==> src/rtl/font_fetch_pkg.sv <==
package font_fetch_pkg;
  localparam int RASTER_W  = 5;
  localparam int CODE_W    = 14;
  localparam int CODE_LO_W = 7;
  localparam int CODE_HI_W = CODE_W - CODE_LO_W;
  localparam int SEL_W     = 2;
  localparam int ADDR_W    = CODE_HI_W + SEL_W + CODE_LO_W + RASTER_W;
  localparam int BYTE_W    = 8;
  localparam int ROW_BYTES = 3;
  localparam int ROW_W     = BYTE_W * ROW_BYTES;
  localparam int IDX_W     = $clog2(ROW_BYTES);
  localparam int NUM_LANES = 2;

  typedef enum logic {LANE_MAIN = 1'b0, LANE_SUB = 1'b1} lane_e;

  // selector value {bit13, bit12} for byte position in the row
  function automatic logic [SEL_W-1:0] byte_sel(input logic [IDX_W-1:0] idx);
    case (idx)
      IDX_W'(1): byte_sel = 2'b01;
      IDX_W'(2): byte_sel = 2'b10;
      default:   byte_sel = 2'b00;
    endcase
  endfunction

  function automatic logic [ADDR_W-1:0] make_addr(input logic [CODE_W-1:0]   code,
                                                  input logic [RASTER_W-1:0] raster,
                                                  input logic [IDX_W-1:0]    idx);
    make_addr = {code[CODE_W-1:CODE_LO_W], byte_sel(idx), code[CODE_LO_W-1:0], raster};
  endfunction
endpackage

==> src/rtl/font_fetch_slot_timer.sv <==
module font_fetch_slot_timer #(
  parameter int SLOT_CLKS = 4
) (
  input  logic clk,
  input  logic rst,
  output logic boundary,
  output logic owner
);
  localparam int PH_W = (SLOT_CLKS > 1) ? $clog2(SLOT_CLKS) : 1;

  logic [PH_W-1:0] phase;

  assign boundary = (phase == PH_W'(SLOT_CLKS - 1));

  always_ff @(posedge clk) begin
    if (rst) begin
      phase <= '0;
      owner <= 1'b1;   // first boundary hands the bus to the main lane
    end else if (boundary) begin
      phase <= '0;
      owner <= ~owner;
    end else begin
      phase <= phase + PH_W'(1);
    end
  end
endmodule

==> src/rtl/font_fetch_lane.sv <==
module font_fetch_lane
  import font_fetch_pkg::*;
(
  input  logic                clk,
  input  logic                rst,
  input  logic                req,
  input  logic [CODE_W-1:0]   code_in,
  input  logic [RASTER_W-1:0] raster_in,
  input  logic                slot_start,
  input  logic                slot_end,
  input  logic [BYTE_W-1:0]   rd_data,
  output logic                will_fetch,
  output logic [ADDR_W-1:0]   start_addr,
  output logic [ROW_W-1:0]    pix,
  output logic                valid
);
  logic                busy;
  logic                pend;
  logic [IDX_W-1:0]    idx;
  logic [CODE_W-1:0]   row_code, hold_code, use_code;
  logic [RASTER_W-1:0] row_raster, hold_raster, use_raster;
  logic [ROW_BYTES-1:0][BYTE_W-1:0] row_buf, assembled;
  logic                take_new;
  logic                last_byte;

  assign take_new   = !busy && (pend || req);
  assign use_code   = req ? code_in   : hold_code;
  assign use_raster = req ? raster_in : hold_raster;
  assign will_fetch = busy || pend || req;
  assign start_addr = busy ? make_addr(row_code, row_raster, idx)
                           : make_addr(use_code, use_raster, '0);
  assign last_byte  = (idx == IDX_W'(ROW_BYTES - 1));

  always_comb begin
    assembled    = row_buf;
    assembled[0] = rd_data;
  end

  always_ff @(posedge clk) begin
    if (rst) begin
      busy        <= 1'b0;
      pend        <= 1'b0;
      idx         <= '0;
      row_code    <= '0;
      row_raster  <= '0;
      hold_code   <= '0;
      hold_raster <= '0;
      row_buf     <= '0;
      pix         <= '0;
      valid       <= 1'b0;
    end else begin
      valid <= 1'b0;
      if (slot_end && busy) begin
        if (last_byte) begin
          pix   <= assembled;
          valid <= 1'b1;
          busy  <= 1'b0;
          idx   <= '0;
        end else begin
          row_buf[IDX_W'(ROW_BYTES - 1) - idx] <= rd_data;
          idx <= idx + IDX_W'(1);
        end
      end
      if (slot_start && take_new) begin
        busy       <= 1'b1;
        idx        <= '0;
        row_code   <= use_code;
        row_raster <= use_raster;
        pend       <= 1'b0;
      end else if (req) begin
        pend        <= 1'b1;
        hold_code   <= code_in;
        hold_raster <= raster_in;
      end
    end
  end
endmodule

==> src/rtl/font_fetch_seq.sv <==
module font_fetch_seq
  import font_fetch_pkg::*;
#(
  parameter int SLOT_CLKS = 4
) (
  input  logic                clk,
  input  logic                rst,
  input  logic                main_req,
  input  logic [CODE_W-1:0]   main_code,
  input  logic [RASTER_W-1:0] main_raster,
  input  logic                sub_req,
  input  logic [CODE_W-1:0]   sub_code,
  input  logic [RASTER_W-1:0] sub_raster,
  input  logic                bus_own,
  input  logic [BYTE_W-1:0]   rom_data,
  output logic [ADDR_W-1:0]   rom_addr,
  output logic                rom_rd_n,
  output logic                rom_oe,
  output logic [ROW_W-1:0]    main_pix,
  output logic                main_valid,
  output logic [ROW_W-1:0]    sub_pix,
  output logic                sub_valid
);
  logic boundary, owner, nxt_owner, slot_active;
  logic [NUM_LANES-1:0]                req_v, will_v, valid_v;
  logic [NUM_LANES-1:0][CODE_W-1:0]   code_v;
  logic [NUM_LANES-1:0][RASTER_W-1:0] raster_v;
  logic [NUM_LANES-1:0][ADDR_W-1:0]   addr_v;
  logic [NUM_LANES-1:0][ROW_W-1:0]    pix_v;

  assign req_v    = {sub_req, main_req};
  assign code_v   = {sub_code, main_code};
  assign raster_v = {sub_raster, main_raster};
  assign nxt_owner = ~owner;

  font_fetch_slot_timer #(.SLOT_CLKS(SLOT_CLKS)) u_timer (
    .clk      (clk),
    .rst      (rst),
    .boundary (boundary),
    .owner    (owner)
  );

  for (genvar g = 0; g < NUM_LANES; g++) begin : g_lane
    font_fetch_lane u_lane (
      .clk        (clk),
      .rst        (rst),
      .req        (req_v[g]),
      .code_in    (code_v[g]),
      .raster_in  (raster_v[g]),
      .slot_start (boundary && (owner != 1'(g))),
      .slot_end   (boundary && (owner == 1'(g))),
      .rd_data    (rom_data),
      .will_fetch (will_v[g]),
      .start_addr (addr_v[g]),
      .pix        (pix_v[g]),
      .valid      (valid_v[g])
    );
  end

  assign main_pix   = pix_v[LANE_MAIN];
  assign sub_pix    = pix_v[LANE_SUB];
  assign main_valid = valid_v[LANE_MAIN];
  assign sub_valid  = valid_v[LANE_SUB];

  always_ff @(posedge clk) begin
    if (rst) begin
      rom_addr    <= '0;
      slot_active <= 1'b0;
      rom_rd_n    <= 1'b1;
      rom_oe      <= 1'b0;
    end else begin
      rom_oe <= bus_own;
      if (boundary) begin
        slot_active <= will_v[nxt_owner];
        if (will_v[nxt_owner]) rom_addr <= addr_v[nxt_owner];
        rom_rd_n <= 1'b1;
      end else begin
        rom_rd_n <= ~slot_active;
      end
    end
  end
endmodule

==> config.mk <==
export PLATFORM = sky130hd
export DESIGN_NAME = font_fetch_seq
export DESIGN_NICKNAME = d
export VERILOG_FILES = /design/src/rtl/font_fetch_pkg.sv /design/src/rtl/font_fetch_slot_timer.sv /design/src/rtl/font_fetch_lane.sv /design/src/rtl/font_fetch_seq.sv
export SDC_FILE = /design/constraint.sdc
export NUM_CORES = 1
export LEC_CHECK = 0
export ABC_AREA = 1
export BUFFER_PORTS_ARGS = -buffer_cell sky130_fd_sc_hd__buf_2
export CAP_MARGIN = 20
export CORE_ASPECT_RATIO = 1.2
export CORE_MARGIN = 2
export CORE_UTILIZATION = 61
export CTS_CLUSTER_SIZE = 28
export DETAILED_ROUTE_END_ITERATION = 16
export PLACE_DENSITY = 0.84
export SLEW_MARGIN = 20
export SYNTH_ARGS = -nofsm -noshare
export SYNTH_HDL_FRONTEND = slang
export SYNTH_SLANG_ARGS = --single-unit
==> constraint.sdc <==
create_clock -name clk -period 2.1 [get_ports clk]
set_input_delay 0.105 -clock clk [delete_from_list [all_inputs] [get_ports clk]]
set_output_delay 0.105 -clock clk [all_outputs]
set_load 0.005 [all_outputs]
* Word-level counts from Yosys, hierarchy flattened
Cells that the tools add are included.
** Word-level totals
- Word-level logic and storage cells :: 113
- Bits of input ports :: 51
- Output and inout bits :: 73
- Register bits after elaboration :: 209
** Cells by class
- Mux-type cells :: 28
- Add/sub/neg operators :: 5
- $lt $le $gt $ge :: 5
- Reductions and logical operators :: 34
- Bitwise gates (word level) :: 6
- Eq/ne operators :: 5
** Operators by type and width (count)
- 21-bit two-way mux :: 4
- 24-bit bitwise mux :: 2
- 8-bit demux with 2-bit select :: 2
- 14-bit two-way mux :: 2
- 8-bit two-way mux :: 2
- 2-bit AND reduction :: 7
- 1-bit logical AND :: 10
- 1-bit two-way mux :: 10
- 5-bit two-way mux :: 2
- 2-bit OR reduction :: 5
- 2-bit one-hot mux with 2 select lines :: 2
- 2-bit nonzero test :: 4
- 2-bit by 1-bit adder with 2-bit output (second input constant) :: 3
- 2-bit == test (second input constant) :: 3
- 1-bit logical OR :: 6
- 2-bit by 3-bit < comparator with 1-bit output (second input constant) :: 2
- 1-bit NOT :: 6
- 2-bit by 1-bit == test with 1-bit output (second input constant) :: 2
- 2-bit by 1-bit >= comparator with 1-bit output (second input constant) :: 2
- 2-bit two-way mux :: 2
- 2-bit subtractor (first input constant) :: 2
- 1-bit zero test :: 2
- 1-bit by 2-bit < comparator with 1-bit output (second input constant) :: 1

* Longest topological paths before layout
- Depth in word-level cells :: 6
- Mapped depth :: 9
- Mapped depth without buffers :: 8

* By module
A second synthesis with hierarchy kept.
** Second synthesis, totals
- Cell total of the unflattened synthesis :: 1471
- Area total of the unflattened synthesis :: 9078.7 µm²
** Modules (own cells, without submodules)
- font_fetch_lane :: instances 2, area each 3811.2 µm², cells each 619, sequential area each 1661.6 µm²
- font_fetch_seq :: instances 1, area each 1320.0 µm², cells each 220, sequential area each 480.5 µm²
- font_fetch_slot_timer :: instances 1, area each 136.4 µm², cells each 13, sequential area each 60.1 µm²

* Worst setup path after synthesis
OpenSTA, ideal clock, no wires.
- Kind :: register to register
- Start :: register u_timer.phase[0]
- End :: register g_lane[0].u_lane.row_code[5]
- Clock period less this slack :: 1.421 ns
- Library setup time :: 0.113 ns
- Setup slack :: 0.679 ns
- Path buffers :: 1
- Cell stages (with the launch flop) :: 10
- Data arrival time :: 1.309 ns
- Data required time :: 1.987 ns
- Cells stage by stage :: dfxtp_1 -> ha_1 -> nand2_1 -> inv_2 -> nand3_2 -> nand2_1 -> inv_2 -> buf_2 -> nand2_1 -> nand2_1
** Between the ends
- Cells in the longest elaborated chain, start to end :: 3
** Ends and longest elaborated chain
- from (decl) :: line font_fetch_slot_timer.sv:11 : logic [PH_W-1:0] phase;
- from (signal assigned) :: line font_fetch_slot_timer.sv:23 : phase <= phase + PH_W'(1);
- 2-bit == test :: line font_fetch_slot_timer.sv:13 : assign boundary = (phase == PH_W'(SLOT_CLKS - 1));
- 1-bit logical AND :: line font_fetch_seq.sv:50 : .slot_start (boundary && (owner != 1'(g))),
- 1-bit logical AND :: line font_fetch_lane.sv:64 : if (slot_start && take_new) begin
- to (signal assigned) :: line font_fetch_lane.sv:67 : row_code <= use_code;
- to (decl) :: line font_fetch_lane.sv:20 : logic [CODE_W-1:0] row_code, hold_code, use_code;
No other way between the ends.
A chain may end at the register's enable or synchronous reset.

* Worst setup path after layout
- Start :: register u_timer.phase[0]
- End :: register g_lane[1].u_lane.hold_raster[4]
** Between the ends
- Cells in the longest elaborated chain, start to end :: 3
** Ends and longest elaborated chain
- 2-bit == test :: line font_fetch_slot_timer.sv:13
- 1-bit logical AND :: line font_fetch_seq.sv:50
- 1-bit logical AND :: line font_fetch_lane.sv:64
- to (signal assigned) :: line font_fetch_lane.sv:73 : hold_raster <= raster_in;
- to (decl) :: line font_fetch_lane.sv:21 : logic [RASTER_W-1:0] row_raster, hold_raster, use_raster;
No other way between the ends.

==> results.tsv <==
metric	value	unit
top cells by area, synth	dfxtp_1 (47%), nand2_1 (14%), nor2_1 (11%)	
initial antenna violation count	0	
multi-input logic area	3640	sq um
DR iter-0 viols	643	
first-pass GRT wire length	32600	um
flop-to-flop setup slack	320	ps
area leader, netlist	dfxtp_1	
Lkg Pwr	4.51	nW
hold endpoint	g_lane[1].u_lane.assembled[19]$_SDFFE_PP0P_	
CTS tree	built	
Finished Core Util	0.721	
hold_sp	rom_data[3]	
min Tclk post-route	1780	ps
Rows	46	
most common cell after layout, fill and taps aside	nand2_1	
CTS max path bufs	2	
Setup Skew	5.30	ps
Die X	109	um
critical path cell sequence	ha_1 -> nand3_2 -> inv_2 -> nand2_1 -> a21oi_1	
Syn-to-layout area delta	16.1	%
vias in the first global route	7132	
RR Endpoint	g_lane[1].u_lane.hold_raster[4]$_SDFFE_PP0N_	
cell count after placement	1427	
# fillers	1135	
WS Path Type	reg -> reg	
FF-to-FF path depth	5	
# diodes	0	
Worst Tran Pin Value	602	ps
final setup fails	0	
largest net degree at the start of global routing	49	
maximum VDD drop	0.563	mV
Post-synth EDFFs	0	
clk slew on worst S/H paths	70	ps
die height	131	um
number of buffers created by CTS	17	
f_max	562	MHz
Post-CTS Resized	0	
Fin. Hold Viols	0	
CP peak stage delay	530	ps
Syn Std Cell Area	8150	sq um
Total Power	7.86	mW
sequential-to-total area share from yosys stat	0.474	
most frequent cells in the layout	nand2_1 (293), nor2_1 (237), dfxtp_1 (193)	
first drt pass iteration count	6	
initial core utilization	0.621	
total gr overflow	0	
gr usage total	0.291	
Bufs and invs on worst path	1	
CP max FO	38	
post-route ant nets	0	
WL per Instance	14.0	um
final slew viol count	0	
core footprint	13100	sq um
register area	3860	sq um
Syn. warnings	0	
WL final	20400	um
worst hold path class	in -> reg	
Mapped Nets	1232	
DP HPWL	13900	um
startpoint types	register	
#FFs+latches synth	193	
port bufs	123	
GPL Wtd Cong	0.867	
Via density	5.38	
Slew Limit Headroom	0.598	
top cell family by delay on the critical path	buffers and inverters	
max cap viols	0	
CP endpoint kind	register	
share of post-route cells with drive strength above 1	0.157	
outcome	complete, no violations	
clk_lat worst skew	430	ps
CP max stage cell	inv_2	
nets	1331	
Post-CTS Setup Bufs	0	
asr flop ratio synth	0	
Hold Path Depth	3	
Unique masters post-synth	24	
Top FF cell, synth	dfxtp_1	
clk sink count	193	
Mean Syn Cell Area	6.90	sq um
RSZ-0062 raised after global routing	false	
worst r2r src	u_timer.phase[0]$_SDFF_PP0_	
Max H-tree Level	4	
IO Pins	124	
Req. time, crit path	2450	ps
setup TNS	0	ps
Die ar.	14300	sq um
DRC	0	
Cell Count, Final, Fillers Out	1460	
pwr/cell area	831	nW/um^2
Final period util	0.847	
Yosys top cell area share	0.474	
Root Buffer	clkbuf_16	
Post-Syn Instances	1180	
Worst EP arrival	2130	ps
vias	7849	
-- repair_timing --
item,in CTS,in global routing
endpoints found under the hold margin,1,0
setup endpoints to repair,0,0
hold buffers,1,0
-- kinds of logic after synthesis --
family	synth area share
fa+ha+maj	0.00154
simple gates	0.360
compound gates	0.0854
flops	0.474
buf+inv	0.0783
-- area by class of cell --
cell class                      count  share of cell area
Timing Repair Buffer              147              0.0857
Inverter                           83              0.0331
Sequential cell                   193               0.409
Clock inverter                      9              0.0136
Clock buffer                       23              0.0516
Multi-Input combinational cell    837               0.385
Tap cell                          168              0.0222
-- metal layers --
metal  up-vias  wire, um  part of all wire  global-route usage
met1      3601      8040              0.39               0.320
li1       3925         -                 -                   -
met2       263     10500              0.52               0.538
met5         -         0                 0                   0
met4         0       837             0.041               0.153
met3        60      1010             0.049              0.0392
-- power breakdown --
part / internal, mW / switching, mW / leakage, nW / total, mW
clock: 2.00 / 1.35 / 0.299 / 3.34
sequential: 3.76 / 0.0541 / 1.57 / 3.81
combinational: 0.254 / 0.446 / 2.65 / 0.700
-- synth_stat cells, types with 2 or more instances --
cell type	number
a21oi_1	39
and2_1	16
buf_1	5
buf_2	24
buf_4	10
clkbuf_1	27
clkinv_1	2
dfxtp_1	193
inv_1	65
inv_2	16
nand2_1	293
nand2_2	3
nand3_1	118
nand3_2	3
nand3b_1	21
nor2_1	237
nor2_2	3
o21ai_0	63
o21ai_1	37
-- worst max path at each step --
| stage | startpoint | endpoint | slack [ps] | depth (start not counted) |
|---|---|---|---|---|
| floorplan | u_timer.phase[0]$_SDFF_PP0_ | g_lane[0].u_lane.row_code[5]$_SDFFE_PP0P_ | 680 | 9 |
| global placement | u_timer.phase[0]$_SDFF_PP0_ | g_lane[1].u_lane.hold_code[12]$_SDFFE_PP0N_ | 480 | 5 |
| detailed placement | u_timer.phase[0]$_SDFF_PP0_ | g_lane[1].u_lane.pix[17]$_SDFFE_PP0P_ | 410 | 7 |
| CTS | u_timer.phase[0]$_SDFF_PP0_ | g_lane[1].u_lane.hold_raster[4]$_SDFFE_PP0N_ | 390 | 5 |
| global route | u_timer.phase[0]$_SDFF_PP0_ | g_lane[1].u_lane.assembled[8]$_SDFFE_PP0P_ | 230 | 7 |
| finish | u_timer.phase[0]$_SDFF_PP0_ | g_lane[1].u_lane.hold_raster[4]$_SDFFE_PP0N_ | 320 | 5 |
-- stage by stage --
step	setup slack [ps]	hold WS [ps]	instance area, sq um
5_1_grt	232	17.6	9460
6_report	322	22.7	9460
3_3_place_gp	479	305	8830
2_1_floorplan	679	212	8150
4_1_cts	385	11.5	9460
3_5_place_dp	413	314	8830
-- tightest hold or removal path: stages --
cell and delay (ps):
buf_2 150, nand3_1 90, a21oi_1 60
-- registers in the layout, indices dropped and copies added (netlist names) --
register                   count
slot_active                    1
rom_rd_n                       1
g_lane.u_lane.hold_raster     10
rom_addr                      21
g_lane.u_lane.busy             2
g_lane.u_lane.idx              4
g_lane.u_lane.valid            2
g_lane.u_lane.row_raster      10
u_timer.owner                  1
u_timer.phase                  2
rom_oe                         1
g_lane.u_lane.pend             2
g_lane.u_lane.hold_code       28
g_lane.u_lane.assembled       32
g_lane.u_lane.pix             48
g_lane.u_lane.row_code        28
(Power assumes the default switching activity.)
